`src/rtl/pfc_pkg.sv`:
```
package pfc_pkg;
   typedef enum logic [2:0] {
      ST_IDLE, ST_UNL1, ST_UNL2, ST_ERA1, ST_ERA2, ST_ERA3, ST_PROG
   } seq_t;

   typedef enum logic [1:0] {
      OP_NONE  = 2'd0,
      OP_PROG  = 2'd1,
      OP_ERASE = 2'd2
   } op_t;

   localparam logic [11:0] KEY_ADDR_A = 12'h555;
   localparam logic [11:0] KEY_ADDR_B = 12'h2AA;
   localparam logic [7:0]  KEY_AA     = 8'hAA;
   localparam logic [7:0]  KEY_55     = 8'h55;
   localparam logic [7:0]  CMD_ERASE  = 8'h80;
   localparam logic [7:0]  CMD_PROG   = 8'hA0;
   localparam logic [7:0]  CMD_SECTOR = 8'h30;
endpackage

```
`src/rtl/pfc_strobe.sv`:
```
module pfc_strobe #(
   parameter int ADDR_W      = 19,
   parameter int SECTOR_BITS = 12,
   localparam int SEL_W      = ADDR_W - SECTOR_BITS
) (
   input  logic                   clk,
   input  logic                   rst_n,
   input  logic                   ce_n,
   input  logic                   we_n,
   input  logic [ADDR_W-1:0]      addr,
   input  logic [7:0]             data,
   output logic                   fire,
   output logic [SECTOR_BITS-1:0] offs_q,
   output logic [SEL_W-1:0]       sect_q,
   output logic [7:0]             cmd
);
   logic we_q;
   logic armed;
   logic fall_seen;
   logic rise_seen;

   assign fall_seen = we_q & ~we_n & ~ce_n;
   assign rise_seen = ~we_q & we_n;
   assign fire      = rise_seen & armed & ~ce_n;
   assign cmd       = data;

   always_ff @(posedge clk or negedge rst_n) begin
      if (!rst_n) begin
         we_q   <= 1'b1;
         armed  <= 1'b0;
         offs_q <= '0;
         sect_q <= '0;
      end else begin
         we_q <= we_n;
         if (fall_seen) begin
            armed  <= 1'b1;
            offs_q <= addr[SECTOR_BITS-1:0];
            sect_q <= addr[ADDR_W-1:SECTOR_BITS];
         end else if (rise_seen) begin
            armed  <= 1'b0;
         end
      end
   end
endmodule

```
`src/rtl/pfc_seq.sv`:
```
module pfc_seq
   import pfc_pkg::*;
#(
   parameter int SECTOR_BITS = 12
) (
   input  logic                   clk,
   input  logic                   rst_n,
   input  logic                   fire,
   input  logic                   lock,
   input  logic [SECTOR_BITS-1:0] offs,
   input  logic [7:0]             cmd,
   output logic                   start,
   output op_t                    start_op
);
   seq_t state, state_nx;
   logic at_a, at_b;

   assign at_a = (offs == SECTOR_BITS'(KEY_ADDR_A));
   assign at_b = (offs == SECTOR_BITS'(KEY_ADDR_B));

   always_comb begin
      state_nx = state;
      start    = 1'b0;
      start_op = OP_NONE;
      if (lock) begin
         state_nx = ST_IDLE;
      end else if (fire) begin
         state_nx = ST_IDLE;
         unique case (state)
            ST_IDLE: if (at_a && cmd == KEY_AA) state_nx = ST_UNL1;
            ST_UNL1: if (at_b && cmd == KEY_55) state_nx = ST_UNL2;
            ST_UNL2: begin
               if (at_a && cmd == CMD_ERASE)     state_nx = ST_ERA1;
               else if (at_a && cmd == CMD_PROG) state_nx = ST_PROG;
            end
            ST_ERA1: if (at_a && cmd == KEY_AA) state_nx = ST_ERA2;
            ST_ERA2: if (at_b && cmd == KEY_55) state_nx = ST_ERA3;
            ST_ERA3: begin
               if (cmd == CMD_SECTOR) begin
                  start    = 1'b1;
                  start_op = OP_ERASE;
               end
            end
            ST_PROG: begin
               start    = 1'b1;
               start_op = OP_PROG;
            end
            default: state_nx = ST_IDLE;
         endcase
      end
   end

   always_ff @(posedge clk or negedge rst_n) begin
      if (!rst_n) state <= ST_IDLE;
      else        state <= state_nx;
   end
endmodule

```
`src/rtl/pfc_timer.sv`:
```
module pfc_timer
   import pfc_pkg::*;
#(
   parameter int ERASE_CYCLES = 4000,
   parameter int PROG_CYCLES  = 20,
   localparam int MAXC        = (ERASE_CYCLES > PROG_CYCLES) ? ERASE_CYCLES : PROG_CYCLES,
   localparam int CW          = $clog2(MAXC + 1)
) (
   input  logic clk,
   input  logic rst_n,
   input  logic start,
   input  op_t  start_op,
   output logic busy,
   output op_t  kind,
   output logic done
);
   logic [CW-1:0] cnt;

   assign busy = (cnt != '0);
   assign done = (cnt == CW'(1));

   always_ff @(posedge clk or negedge rst_n) begin
      if (!rst_n) begin
         cnt  <= '0;
         kind <= OP_NONE;
      end else if (start) begin
         cnt  <= (start_op == OP_ERASE) ? CW'(ERASE_CYCLES) : CW'(PROG_CYCLES);
         kind <= start_op;
      end else if (busy) begin
         cnt <= cnt - CW'(1);
         if (done) kind <= OP_NONE;
      end
   end
endmodule

```
`src/rtl/pfc_top.sv`:
```
module pfc_top
   import pfc_pkg::*;
#(
   parameter int ADDR_W       = 19,
   parameter int SECTOR_BITS  = 12,
   parameter int ERASE_CYCLES = 4000,
   parameter int PROG_CYCLES  = 20,
   localparam int SEL_W       = ADDR_W - SECTOR_BITS,
   localparam int NUM_SECT    = 1 << SEL_W
) (
   input  logic                clk,
   input  logic                rst_n,
   input  logic                ce_n,
   input  logic                we_n,
   input  logic [ADDR_W-1:0]   addr,
   input  logic [7:0]          data,
   output logic                busy,
   output logic                op_erase,
   output logic                op_program,
   output logic [NUM_SECT-1:0] erased_map
);
   if (SECTOR_BITS < 12) begin : g_bad_sector
      $error("SECTOR_BITS must cover the 12-bit unlock offsets");
   end
   if (SEL_W < 1 || SEL_W > 10) begin : g_bad_sel
      $error("sector select width must be 1 to 10 bits");
   end
   if (ERASE_CYCLES < 1 || PROG_CYCLES < 1) begin : g_bad_time
      $error("operation durations must be at least one clock");
   end

   logic                   fire;
   logic [SECTOR_BITS-1:0] offs_q;
   logic [SEL_W-1:0]       sect_q;
   logic [7:0]             cmd;
   logic                   start;
   op_t                    start_op;
   op_t                    kind;
   logic                   done;
   logic [SEL_W-1:0]       target_q;

   pfc_strobe #(.ADDR_W(ADDR_W), .SECTOR_BITS(SECTOR_BITS)) u_strobe (
      .clk(clk), .rst_n(rst_n), .ce_n(ce_n), .we_n(we_n), .addr(addr),
      .data(data), .fire(fire), .offs_q(offs_q), .sect_q(sect_q), .cmd(cmd)
   );

   pfc_seq #(.SECTOR_BITS(SECTOR_BITS)) u_seq (
      .clk(clk), .rst_n(rst_n), .fire(fire), .lock(busy), .offs(offs_q),
      .cmd(cmd), .start(start), .start_op(start_op)
   );

   pfc_timer #(.ERASE_CYCLES(ERASE_CYCLES), .PROG_CYCLES(PROG_CYCLES)) u_timer (
      .clk(clk), .rst_n(rst_n), .start(start), .start_op(start_op),
      .busy(busy), .kind(kind), .done(done)
   );

   always_ff @(posedge clk or negedge rst_n) begin
      if (!rst_n)                             target_q <= '0;
      else if (start && start_op == OP_ERASE) target_q <= sect_q;
   end

   assign op_erase   = busy && (kind == OP_ERASE);
   assign op_program = busy && (kind == OP_PROG);

   for (genvar i = 0; i < NUM_SECT; i++) begin : g_sect
      always_ff @(posedge clk or negedge rst_n) begin
         if (!rst_n)
            erased_map[i] <= 1'b0;
         else if (done && kind == OP_ERASE && target_q == SEL_W'(i))
            erased_map[i] <= 1'b1;
      end
   end
endmodule

```
`config.mk`:
```
export PLATFORM = sky130hd
export DESIGN_NAME = pfc_top
export DESIGN_NICKNAME = d
export VERILOG_FILES = /design/src/rtl/pfc_pkg.sv /design/src/rtl/pfc_strobe.sv /design/src/rtl/pfc_seq.sv /design/src/rtl/pfc_timer.sv /design/src/rtl/pfc_top.sv
export SDC_FILE = /design/constraint.sdc
export NUM_CORES = 1
export LEC_CHECK = 0
export BUFFER_PORTS_ARGS = -buffer_cell sky130_fd_sc_hd__buf_2
export CORE_MARGIN = 2
export CORE_UTILIZATION = 45
export DETAILED_ROUTE_END_ITERATION = 16
export HOLD_SLACK_MARGIN = 0.06
export PLACE_DENSITY = 0.71
export RECOVER_POWER = 50
export SLEW_MARGIN = 20
export SYNTH_ARGS = -nofsm -noshare
export SYNTH_HDL_FRONTEND = slang
export SYNTH_SLANG_ARGS = --single-unit
```
`constraint.sdc`:
```
create_clock -name clk -period 2.2 [get_ports clk]
set_clock_uncertainty 0.2 [all_clocks]
set_input_delay 0.33 -clock clk [delete_from_list [all_inputs] [get_ports clk]]
set_output_delay 0.33 -clock clk [all_outputs]
set_load 0.005 [all_outputs]
```
# Yosys cells after proc, flatten, opt, wreduce, memory -nomap -nowiden
# Index checks and enable logic that the tools add are counted.
# classes
addsub	1
reduce_logical	144
muxes	25
eq_ne	144
bitwise	8
# ops
op	n
$eq A7 B7 Y1 const B	64
$eq A7 B6 Y1 const B	32
$logic_and A1 B1 Y1	136
$eq A7 B5 Y1 const B	16
$eq A7 B4 Y1 const B	8
$mux W12	3
$eq A7 B3 Y1 const B	4
$eq A8 B8 Y1 const B	3
$mux W3	6
$pmux W3 S5	1
$eq A7 B2 Y1 const B	2
$mux W2	7
$eq A12 B1 Y1 const B	1
$eq A12 B10 Y1 const B	1
$eq A12 B11 Y1 const B	1
$reduce_bool A12 Y1	1
$sub A12 B1 Y12 const B	1
$eq A3 B3 Y1 const B	3
$eq A8 B6 Y1 const B	1
$eq A8 B7 Y1 const B	1
$reduce_bool A2 Y1	4
$eq A7 B1 Y1 const B	1
$logic_not A7 Y1	1
$eq A3 B2 Y1 const B	2
other kinds (10)	22
# word_totals
out_inout_bits	131
inputBits	31
reg_bits	173

# Depth between registers and ports, before layout
# Gate-level depths: netlist of the first run.
# depth
ltp_word	9
depth_mapped	7

# Modules after synthesis
# From an unflattened synthesis of the first run, not the netlist that was laid out.
# unflattened
hier_cells	643
area_unflattened_um2	7433.4
# by_module_without_submodules
mod	instances	area_per_inst_um2	seq_area_each_um2	cells_per_inst
pfc_top	1	5373.9	3378.2	465
pfc_strobe	1	912.1	526.8	56
pfc_timer	1	783.3	350.3	79
pfc_seq	1	364.1	75.1	43

# Least setup slack after synthesis of the first run
# OpenSTA, ideal clock, no wires.
# synth_timing
path_kind	reg-to-reg
from	register u_timer.cnt[0]
to	register target_q[0]
path_buffers	0
t_required_ns	1.875
setup_slack_ns	0.005
t_arrival_ns	1.870
stages_incl_launch_ff	8
setup_time_ns	0.125
path_cell_list	dfrtp_1 inv_1 ha_1 nor2b_1 and4_1 inv_2 nor3_4 mux2_2
# synth_via
elab_chain_len	4
elab_cells_between_ends	5
classes_between	eq/ne: 1; mux: 2; reduce/logical: 2
# synth_lines
item	line	source
start: declaration	pfc_timer.sv:17	logic [CW-1:0] cnt;
start signal: assignment	pfc_timer.sv:27	cnt <= (start_op == OP_ERASE) ? CW'(ERASE_CYCLES) : CW'(PROG_CYCLES);
start signal: assignment	pfc_timer.sv:30	cnt <= cnt - CW'(1);
$reduce_bool A12 Y1 (*)	pfc_timer.sv:19	assign busy = (cnt != '0);
via busy	pfc_top.sv:17	output logic busy,
$mux W2	pfc_seq.sv:25	if (lock) begin
$eq A2 B2 Y1	pfc_top.sv:59	else if (start && start_op == OP_ERASE) target_q <= sect_q;
$logic_and A1 B1 Y1 (*)	pfc_top.sv:59	
end signal: assignment	pfc_top.sv:59	
end: declaration	pfc_top.sv:40	logic [SEL_W-1:0] target_q;
# Mark *: on every way through the listed nets, which the timed path passes. The rest lies on a longest branch.
# A chain may end at the register's enable or synchronous reset.

# Final worst setup path of the first run
# layout_timing
from	register u_timer.cnt[8]
to	output op_program
# layout_via
elab_chain_len	2
# layout_lines
item	line	source
$reduce_bool A12 Y1	pfc_timer.sv:19	
$logic_and A1 B1 Y1	pfc_top.sv:63	assign op_program = busy && (kind == OP_PROG);
end: declaration	pfc_top.sv:19	output logic op_program,
# No other way between the ends.

==> impl_metrics.py, run 1 <==
metrics = {
    "routing": {
        "firstDrtPassIters": 5,
        "route.vias.total": 5407,
        "ant_nets": 0,
        "route.detailed.drc": 0,
        "vias_per_cell": 5.52,
        "routed_wl_mm": 18.2,
        "initialDrtViolationCount": 337,
        "post_drt_wl_per_cell_um": 18.6,
    },
    "worst_setup_path": {
        "crit_buf_inv": 2,
        "cp_slowest_cell": "dfrtp_1",
        "critPathLaunchType": "register",
        "critical_path.top_delay_family": "simple AND/OR/NAND/NOR gates",
        "r2r_start": "u_timer.cnt[1]$_DFFE_PN0P_",
        "endpoint_kind": "output port",
        "path_cells": "nor2_1 -> and4_4 -> buf_6 -> nor3b_2 -> buf_2",
        "worst-setup-path-type": "register to output port",
        "r2r.worst_path.cells": 6,
        "critPathMaxFanout": 5,
        "r2r_slack_ps": 60,
        "critPathMaxStageDelay_ps": 460,
        "rr_endpoint": "erased_map[94]$_DFFE_PN0P_",
        "arrival_ps": 1680,
        "cp.required_ps": 1670,
    },
    "logic_synthesis": {
        "synth-seq-cells": 173,
        "synth_edf_count": 0,
        "synthTopCellsByArea": "dfrtp_1 (62%), a21o_1 (9.3%), mux2_2 (4.0%), o21bai_1 (3.8%), nor2_1 (2.4%)",
        "syn_area_um2": 6990,
        "syn_nets": 606,
        "syn-instance-count": 572,
        "yosys.area.top_type_share_pct": 61.6,
        "syn_avg_cell_area_um2": 12.2,
        "synth_cell_types": 60,
        "yosysTopAreaCell": "dfrtp_1",
        "synthArstFlopShare_pct": 100,
        "synthFlopType": "dfrtp_1",
        "ys_seq_area_share_pct": 62.0,
        "yosysWarnings": 0,
    },
    "cts": {
        "cts_inserted_buffers": 17,
        "cts_max_level": 4,
        "clk_latency_ps": 420,
        "cts_tree": "yes",
        "cts_max_path_buffers": 2,
        "cts_sinks": 173,
        "cts.clk_slew.worst_paths_ps": 70,
        "cts_root_buf": "clkbuf_16",
    },
    "cells_and_area": {
        "area_growth_pct": 31.3,
        "nNetsFinal": 813,
        "seq_area_um2": 4330,
        "final_common_cell": "dfrtp_1",
        "final_layout_size_suffix_gt1_share_pct": 35.1,
        "fill_cells": 1216,
        "final_cell_area_um2": 9170,
        "antenna-diode-count": 0,
        "multi_input_area_um2": 2630,
        "final_cell_mix": "dfrtp_1 (170), buf_2 (141), a21o_1 (87), nand2_1 (41), nor2_1 (36)",
    },
    "timing": {
        "final.setup.tns_ps": -16.2,
        "max_slew_margin_pct": 13.2,
        "min_period_ps": 2210,
        "hold_viol_final": 0,
        "setup_ws_ps": -8.25,
        "timing.final.crit_share_pct": 100,
        "setup_violations": 2,
        "maxSlewViolCount": 0,
        "tightest_slew_ps": 1300,
        "rsz0062_at_grt": "yes",
        "fmax_mhz": 453,
    },
    "floorplan": {
        "io_pins": 162,
        "dieWidth_um": 129,
        "coreArea_um2": 15200,
        "dieArea_um2": 16500,
        "initial_utilization_pct": 46.0,
        "die_y_um": 129,
        "row_count": 45,
    },
    "placed_design": {
        "place_congestion": 0.856,
        "portBuffers": 161,
        "dp_hpwl_mm": 12.7,
        "dpl_cell_area_um2": 8220,
    },
    "worst_hold_path": {
        "holdPathStages": 4,
        "hp-class": "primary input to register",
        "hp-start": "ce_n",
        "hold_path_end": "u_strobe.armed$_DFFE_PN0P_",
    },
    "global_routing": {
        "grt_pass1_wl_mm": 29.2,
        "antenna_found_initial": 0,
        "grt.total_usage_pct": 22.7,
        "grt_max_degree": 58,
        "overflow": 0,
        "grt_pass1_vias": 5588,
    },
    "power": {
        "p_per_area_nw_per_um2": 727,
        "p_leak_nw": 5.35,
        "irDropWorstVdd_mv": 0.510,
    },
    "outcome": {
        "outcome": "complete, but fails checks",
        "failed_checks": "setup timing",
    },
    "job": {
        "cap_violations": 0,
    },
}
[worst reg2reg max path: stages, from the launching register on]
cell and delay [ps]:
dfrtp_1 390, inv_2 90, ha_1 160, or3b_2 490, or3_4 460, nor2_2 160, a21o_1 130
[cell type report]
class | count | share of cell area (%)
clock inverter | 14 | 1.98
inverter | 6 | 0.246
clock buffer | 18 | 4.79
timing repair buffer | 217 | 14.5
sequential | 173 | 47.3
tap | 188 | 2.57
multi-input combinational | 364 | 28.7
[flip-flops by register name, indices dropped and copies added, names as in the netlist, 2 cells and up]
name,count
u_timer.kind,2
u_timer.cnt,12
u_strobe.offs_q,12
u_strobe.sect_q,7
target_q,7
u_seq.state,3
erased_map,128
[power breakdown]
group          internal, W  switching (W)  total, W
combinational     0.000123       0.000115  0.000238
clock              0.00184        0.00129   0.00312
sequential         0.00325      0.0000518   0.00330
[through the flow]
step                      setup WS, ps  std cells  total power (W)  hold WS, ps  util, %
after detailed placement         -10.8        922          0.00358          131     54.0
after CTS                        -27.3        980          0.00673         76.4     60.1
after global placement            61.0        922          0.00356          114     54.0
after floorplan                   5.40        572          0.00344         -166        -
after global routing             -92.8        980          0.00689          116     60.3
final                            -8.25        980          0.00667         89.0     60.3
[cells by family (layout without fill, tap and decap cells)]
family,Yosys count,after routing,synth area share [%]
adder cells (fa/ha/maj),3,3,0.537
AND/OR/NAND/NOR,173,173,13.7
flip-flops,173,173,62.0
AO/OA/AOI/OAI,157,157,16.8
multiplexers,27,27,4.33
buffers and inverters,35,255,2.17
XOR/XNOR,4,4,0.502
[routing by layer]
layer  global-route usage [%]  up-vias  share of wire (%)
met5                        0        -                  0
met4                     5.82        0                1.3
met3                     6.03       24                5.3
met2                     39.2      178                 51
met1                     28.7     2757                 43
li1                         -     2448                  -
[cell usage after synthesis, types with 2 or more instances]
master    number
buf_2         16
nor2_1        45
o32ai_1        2
xor2_1         2
inv_1          5
and2_1         3
buf_1          4
mux2_2        25
ha_1           3
and4_1         2
nand3b_1       2
o21bai_1      35
o21ai_0        5
o211ai_1       3
or3_1          4
a21o_1        87
nor3_1        12
nand4_1        2
and3_1         7
dfrtp_1      172
and3b_1        4
a31o_2         7
a21oi_1        5
nor3b_1        4
nand2b_1       5
nor3b_2        2
nor2b_1        4
or4_1          2
nand2_1       41
a211oi_1       2
or2_2          3
and4b_1        2
a22o_1         3
xnor2_1        2
nor4b_1        3
nor4bb_1       4
clkbuf_1       9
nand3_1        9
nor4_1         4
[repair_timing]
action | in CTS | in global routing
pin swaps | 3 | 1
endpoints found under the setup margin | 11 | 70
hold buffers | 21 | 0
cloned | 0 | 0
buffers inserted | 6 | 0
endpoints found under the hold margin | 75 | 0
gates resized for setup | 16 | 18
[worst max-delay path by stage]
stage,start,to,slack [ps],depth (start not counted)
3_5_place_dp,u_timer.cnt[1]$_DFFE_PN0P_,erased_map[84]$_DFFE_PN0P_,-10,7
2_1_floorplan,u_timer.cnt[0]$_DFFE_PN0P_,target_q[0]$_DFFE_PN0P_,5,7
5_1_grt,u_timer.cnt[0]$_DFFE_PN0P_,op_erase,-90,7
4_1_cts,u_timer.cnt[1]$_DFFE_PN0P_,erased_map[94]$_DFFE_PN0P_,-30,6
3_3_place_gp,u_timer.cnt[1]$_DFFE_PN0P_,erased_map[66]$_DFFE_PN0P_,60,6
6_report,u_timer.cnt[8]$_DFFE_PN0P_,op_program,-8,5
No activity file was read; power rests on OpenSTA's default activity.
==> inputs of run 2 (changes only) <==
--- a/config.mk
+++ b/config.mk
@@ -9,6 +9,7 @@
 export CORE_MARGIN = 2
 export CORE_UTILIZATION = 45
 export DETAILED_ROUTE_END_ITERATION = 16
+export GPL_TIMING_DRIVEN = 0
 export HOLD_SLACK_MARGIN = 0.06
 export PLACE_DENSITY = 0.71
 export RECOVER_POWER = 50
==> run 2 against run 1 <==
Compared with the run above: the flow still finishes with violations (setup timing); wire length is 0.60% lower; via count is 0.57% higher; clock power is 7.4% lower; largest cell class unchanged; fmax is 4.4% lower; final cell count is 1.6% higher; setup slack worse by 100 ps; die area stayed put; highest routed layer unchanged; global-route usage is 0.73 points lower; critical path depth is 2 higher.
==> impl_metrics.py, run 2 (same netlist as run 1, synthesis figures left out) <==
metrics = {
    "timing": {
        "hold_viol_final": 0,
        "rsz0062_at_grt": "yes",
        "setup_ws_ps": -110,
        "timing.final.crit_share_pct": 105,
        "tightest_slew_ps": 761,
        "hold_slack_ps": 127,
        "max_slew_margin_pct": 49.3,
        "setup_violations": 3,
        "min_period_ps": 2310,
        "fmax_mhz": 433,
        "maxSlewViolCount": 0,
    },
    "routing": {
        "post_drt_wl_per_cell_um": 18.2,
        "route.vias.total": 5438,
        "initialDrtViolationCount": 239,
        "firstDrtPassIters": 5,
        "ant_nets": 0,
        "vias_per_cell": 5.46,
        "route.detailed.drc": 0,
        "routed_wl_mm": 18.1,
    },
    "worst_setup_path": {
        "critical_path.top_delay_family": "simple AND/OR/NAND/NOR gates",
        "arrival_ps": 1780,
        "critPathMaxFanout": 3,
        "r2r.worst_path.cells": 6,
        "worst-setup-path-type": "register to output port",
        "critPathMaxStageDelay_ps": 370,
        "r2r_slack_ps": 30,
        "cp_slowest_cell": "dfrtp_1",
        "crit_buf_inv": 3,
        "cp.required_ps": 1670,
        "path_cells": "inv_2 -> ha_4 -> nor2b_4 -> and4_4 -> buf_8 -> nor3b_4 -> buf_2",
        "critPathLaunchType": "register",
        "rr_endpoint": "erased_map[74]$_DFFE_PN0P_",
        "endpoint_kind": "output port",
        "r2r_start": "u_timer.cnt[0]$_DFFE_PN0P_",
    },
    "cells_and_area": {
        "area_growth_pct": 31.8,
        "fill_cells": 1285,
        "final_common_cell": "dfrtp_1",
        "nNetsFinal": 829,
        "final_layout_size_suffix_gt1_share_pct": 32.3,
        "antenna-diode-count": 0,
        "largest_register_ffs": 128,
        "reg_top3": "erased_map x128, u_strobe.offs_q x12, u_timer.cnt x12",
        "final_util_pct": 60.5,
        "final_cell_mix": "dfrtp_1 (170), buf_2 (118), a21o_1 (87), clkbuf_1 (54), nand2_1 (41)",
        "regMostFlops": "erased_map",
    },
    "cts": {
        "cts_root_buf": "clkbuf_16",
        "cts_sinks": 173,
        "clk_latency_ps": 420,
        "cts_inserted_buffers": 17,
        "cts_tree": "yes",
        "cts.clk_slew.worst_paths_ps": 60,
        "cts_max_level": 4,
        "cts_max_path_buffers": 2,
    },
    "global_routing": {
        "grt_pass1_wl_mm": 28.3,
        "grt_max_degree": 66,
        "grtUsageMet2_pct": 35.7,
        "overflow": 0,
        "met3_usage_pct": 5.24,
        "antenna_found_initial": 0,
        "grt.total_usage_pct": 22.0,
        "grt_use_met1_pct": 29.2,
        "grt_pass1_vias": 5459,
        "grt.busiest_layer": "met2",
    },
    "outcome": {
        "outcome": "complete, but fails checks",
        "failed_checks": "setup timing",
    },
    "power": {
        "p_leak_nw": 5.27,
        "irDropWorstVdd_mv": 0.481,
        "p_per_area_nw_per_um2": 699,
        "power.total_w": 0.00643,
    },
    "floorplan": {
        "coreArea_um2": 15200,
        "dieArea_um2": 16500,
        "die_y_um": 129,
        "io_pins": 162,
        "dieWidth_um": 129,
        "initial_utilization_pct": 46.0,
        "row_count": 45,
    },
    "placed_design": {
        "place_congestion": 0.871,
        "dp_hpwl_mm": 12.8,
        "portBuffers": 161,
    },
    "job": {
        "cap_violations": 0,
    },
    "worst_hold_path": {
        "hp-start": "ce_n",
        "hold_path_end": "u_strobe.armed$_DFFE_PN0P_",
        "hp-class": "primary input to register",
        "holdPathStages": 4,
    },
}
[run 2: changes by cell type in the layout (fill, tap and decap cells not counted), moves of 2 or more]
cell and change:
buf_1 +5, nor3b_2 -2, buf_6 +3, nor2_1 -2, inv_6 -2, buf_2 -23
clkbuf_1 +34, bufinv_16 -2, nor3b_4 +2, clkbuf_8 +2, nor2_4 +2, buf_12 -3
[run 2: worst min-delay path, cell delays in order]
cell and delay, ps:
buf_2 90, nor2_1 40, o21ai_0 130, o21ai_0 100
[run 2: report_power, final]
| part | internal (W) | leakage, nW | total, W | switching, W |
|---|---|---|---|---|
| logic | 0.000123 | 2.63 | 0.000238 | 0.000115 |
| registers | 0.00325 | 2.37 | 0.00330 | 0.0000488 |
| clock network | 0.00166 | 0.272 | 0.00289 | 0.00123 |
| total | 0.00503 | 5.27 | 0.00643 | 0.00140 |
[run 2: area by class of cell]
type                            count  area [um2]  area share [%]
Clock inverter                     11         109            1.18
Tap cell                          188         235            2.56
Sequential cell                   173        4330            47.1
Clock buffer                       21         470            5.11
Inverter                            6        30.0           0.326
Timing Repair Buffer              207        1190            13.0
Multi-Input combinational cell    364        2670            29.0
Buffer                             26         161            1.75
[run 2: metrics by stage]
| stage | instance area [um2] | worst slack, ps | TNS, ps | instances |
|---|---|---|---|---|
| 6_report | 9200 | -110 | -258 | 996 |
| 2_1_floorplan | 6990 | 5.40 | 0 | 572 |
| 3_3_place_gp | 8030 | -1860 | -326300 | 921 |
| 3_5_place_dp | 8090 | -325 | -11490 | 923 |
| 5_1_grt | 9200 | -156 | -5190 | 996 |
| 4_1_cts | 9110 | -112 | -213 | 988 |
[run 2: worst max-delay path by stage]
stage,from,end,slack (ps),depth (start not counted)
final,u_timer.cnt[1]$_DFFE_PN0P_,op_program,-110,7
after global routing,u_timer.cnt[0]$_DFFE_PN0P_,op_program,-160,7
after CTS,u_timer.cnt[1]$_DFFE_PN0P_,op_program,-110,7
after detailed placement,u_timer.cnt[1]$_DFFE_PN0P_,target_q[3]$_DFFE_PN0P_,-330,7
after global placement,rst_n,erased_map[30]$_DFFE_PN0P_,-1860,1
after floorplan,u_timer.cnt[0]$_DFFE_PN0P_,target_q[0]$_DFFE_PN0P_,5,7
[run 2: repair_timing]
| action | in CTS | in global routing |
|---|---|---|
| pin swaps | 7 | 7 |
| setup endpoints to repair | 109 | 131 |
| resized for setup | 38 | 28 |
| cloned | 0 | 0 |
| buffers inserted | 13 | 10 |
| endpoints found under the hold margin | 128 | 0 |
| hold buffers | 21 | 0 |
[run 2: layer usage]
layer | wire length (um) | part of all wire, %
met5 | 0 | 0
met4 | 284 | 1.6
met3 | 988 | 5.4
met2 | 8870 | 49
met1 | 7990 | 44
==> inputs of run 3 (changes only) <==
==> constraint.sdc (replaced) <==
create_clock -name clk -period 1.9 [get_ports clk]
set_clock_uncertainty 0.2 [all_clocks]
set_input_delay 0.285 -clock clk [delete_from_list [all_inputs] [get_ports clk]]
set_output_delay 0.285 -clock clk [all_outputs]
set_load 0.005 [all_outputs]
==> run 3 against run 2 <==
Compared with the run above: the flow still finishes with violations (setup timing); clock-buffer cell count up 2; wire length up 8.8%; setup slack worse by 220 ps; worst hold slack better by 87 ps; global-route usage up 2.3 points; clock power up 19%; sequential power up 16%; largest cell class unchanged; largest power group unchanged.
==> impl_metrics.py, run 3 (same netlist as run 1, synthesis figures left out) <==
metrics = {
    "power": {
        "irDropWorstVdd_mv": 0.590,
        "p_leak_nw": 5.58,
        "power.total_w": 0.00755,
        "p_per_area_nw_per_um2": 752,
    },
    "cells_and_area": {
        "nNetsFinal": 857,
        "final_layout_size_suffix_gt1_share_pct": 40.1,
        "largest_register_ffs": 128,
        "area_growth_pct": 43.7,
        "final_util_pct": 66.0,
        "final_common_cell": "dfrtp_1",
        "reg_top3": "erased_map x128, u_strobe.offs_q x12, u_timer.cnt x12",
        "regMostFlops": "erased_map",
        "fill_cells": 1082,
        "final_cell_mix": "dfrtp_1 (166), buf_2 (117), a21o_1 (87), clkbuf_1 (52), nand2_1 (36)",
        "antenna-diode-count": 0,
    },
    "routing": {
        "post_drt_wl_per_cell_um": 19.3,
        "route.detailed.drc": 0,
        "route.vias.total": 5729,
        "routed_wl_mm": 19.7,
        "initialDrtViolationCount": 468,
        "wl_met3_mm": 1.25,
        "vias_per_cell": 5.59,
        "wl_met1_mm": 8.48,
        "routed.top_layer": "met4",
        "firstDrtPassIters": 5,
        "ant_nets": 0,
        "wl_met2_mm": 9.70,
    },
    "worst_hold_path": {
        "hp-class": "primary input to register",
        "holdPathStages": 5,
    },
    "global_routing": {
        "grt.total_usage_pct": 24.3,
        "grt_max_degree": 106,
        "grt_pass1_wl_mm": 31.0,
        "grt_pass1_vias": 5774,
        "overflow": 0,
        "antenna_found_initial": 0,
    },
    "placed_design": {
        "place_congestion": 0.830,
        "portBuffers": 161,
        "dp_hpwl_mm": 12.5,
        "pre_cts_ws_ps": -583,
    },
    "timing": {
        "max_slew_margin_pct": 35.0,
        "setup_ws_ps": -335,
        "final.setup.tns_ps": -19700,
        "hold_viol_final": 0,
        "timing.final.crit_share_pct": 118,
        "min_period_ps": 2230,
        "rsz0062_at_grt": "yes",
        "fmax_mhz": 447,
        "tightest_slew_ps": 976,
        "setup_violations": 147,
        "maxSlewViolCount": 0,
    },
    "worst_setup_path": {
        "cp.required_ps": 1410,
        "endpoint_kind": "output port",
        "worst-setup-path-type": "register to output port",
        "arrival_ps": 1750,
        "r2r.worst_path.cells": 7,
        "critPathMaxFanout": 3,
        "critPathLaunchType": "register",
    },
    "cts": {
        "clk_latency_ps": 430,
        "cts_sinks": 173,
        "cts_inserted_buffers": 17,
        "cts.clk_slew.worst_paths_ps": 60,
        "cts_tree": "yes",
        "cts_root_buf": "clkbuf_16",
        "cts_max_level": 4,
        "cts_max_path_buffers": 2,
    },
    "job": {
        "cap_violations": 0,
    },
    "outcome": {
        "outcome": "complete, but fails checks",
        "failed_checks": "setup timing",
    },
    "floorplan": {
        "coreArea_um2": 15200,
        "row_count": 45,
        "dieArea_um2": 16500,
        "die_y_um": 129,
        "dieWidth_um": 129,
        "initial_utilization_pct": 46.0,
        "io_pins": 162,
    },
}
-- run 3: critical path: stages (launching register included) --
cell,delay [ps]
dfrtp_2,420
nor4_4,320
and4_4,300
buf_6,120
nor3b_2,40
buf_2,130
-- run 3: worst paths after layout --
check	slack, ps	end	startpoint
min reg2reg	250	erased_map[56]$_DFFE_PN0P_	erased_map[56]$_DFFE_PN0P_
max	-330	op_program	u_timer.cnt[4]$_DFFE_PN0P_
min	210	u_seq.state[2]$_DFFE_PN0P_	data[4]
max in group asynchronous	140	erased_map[13]$_DFFE_PN0P_	rst_n
max reg2reg	-250	erased_map[18]$_DFFE_PN0P_	u_timer.cnt[1]$_DFFE_PN0P_
min in group asynchronous	360	erased_map[63]$_DFFE_PN0P_	rst_n
-- run 3: power breakdown --
part / switching (W) / internal, W / total [W]
registers: 0.0000547 / 0.00377 / 0.00382
clock network: 0.00141 / 0.00204 / 0.00345
logic: 0.000131 / 0.000145 / 0.000276
-- run 3: metal layers --
layer	vias to the layer above	global-route usage, %
met5	-	0
met3	27	5.32
met2	229	41.2
met1	2929	31.7
met4	0	7.10
li1	2544	-
-- run 3: cell type report --
cell class                      count  area [um2]  area share, %
Sequential cell                   173        4340           43.2
Multi-Input combinational cell    364        2990           29.8
Timing Repair Buffer              239        1660           16.5
Clock buffer                       23         478           4.76
Tap cell                          188         235           2.34
Buffer                             22         204           2.03
Clock inverter                      9         111           1.11
Inverter                            6        22.5          0.224
-- run 3: what timing repair did --
action                                  in CTS  in global routing
endpoints found under the setup margin     161                152
cloned                                      10                  2
pin swaps                                   75                 32
hold endpoints to repair                    89                  0
resized for setup                          132                 31
hold buffers                                23                  0
setup buffers                               36                 12
-- run 3: metrics by stage --
stage | instances | cell area [um2] | hold slack (ps)
2_1_floorplan | 572 | 7090 | -211
3_3_place_gp | 921 | 8130 | 217
3_5_place_dp | 922 | 8170 | 75.0
4_1_cts | 1017 | 9960 | 190
5_1_grt | 1024 | 10000 | 234
6_report | 1024 | 10000 | 214
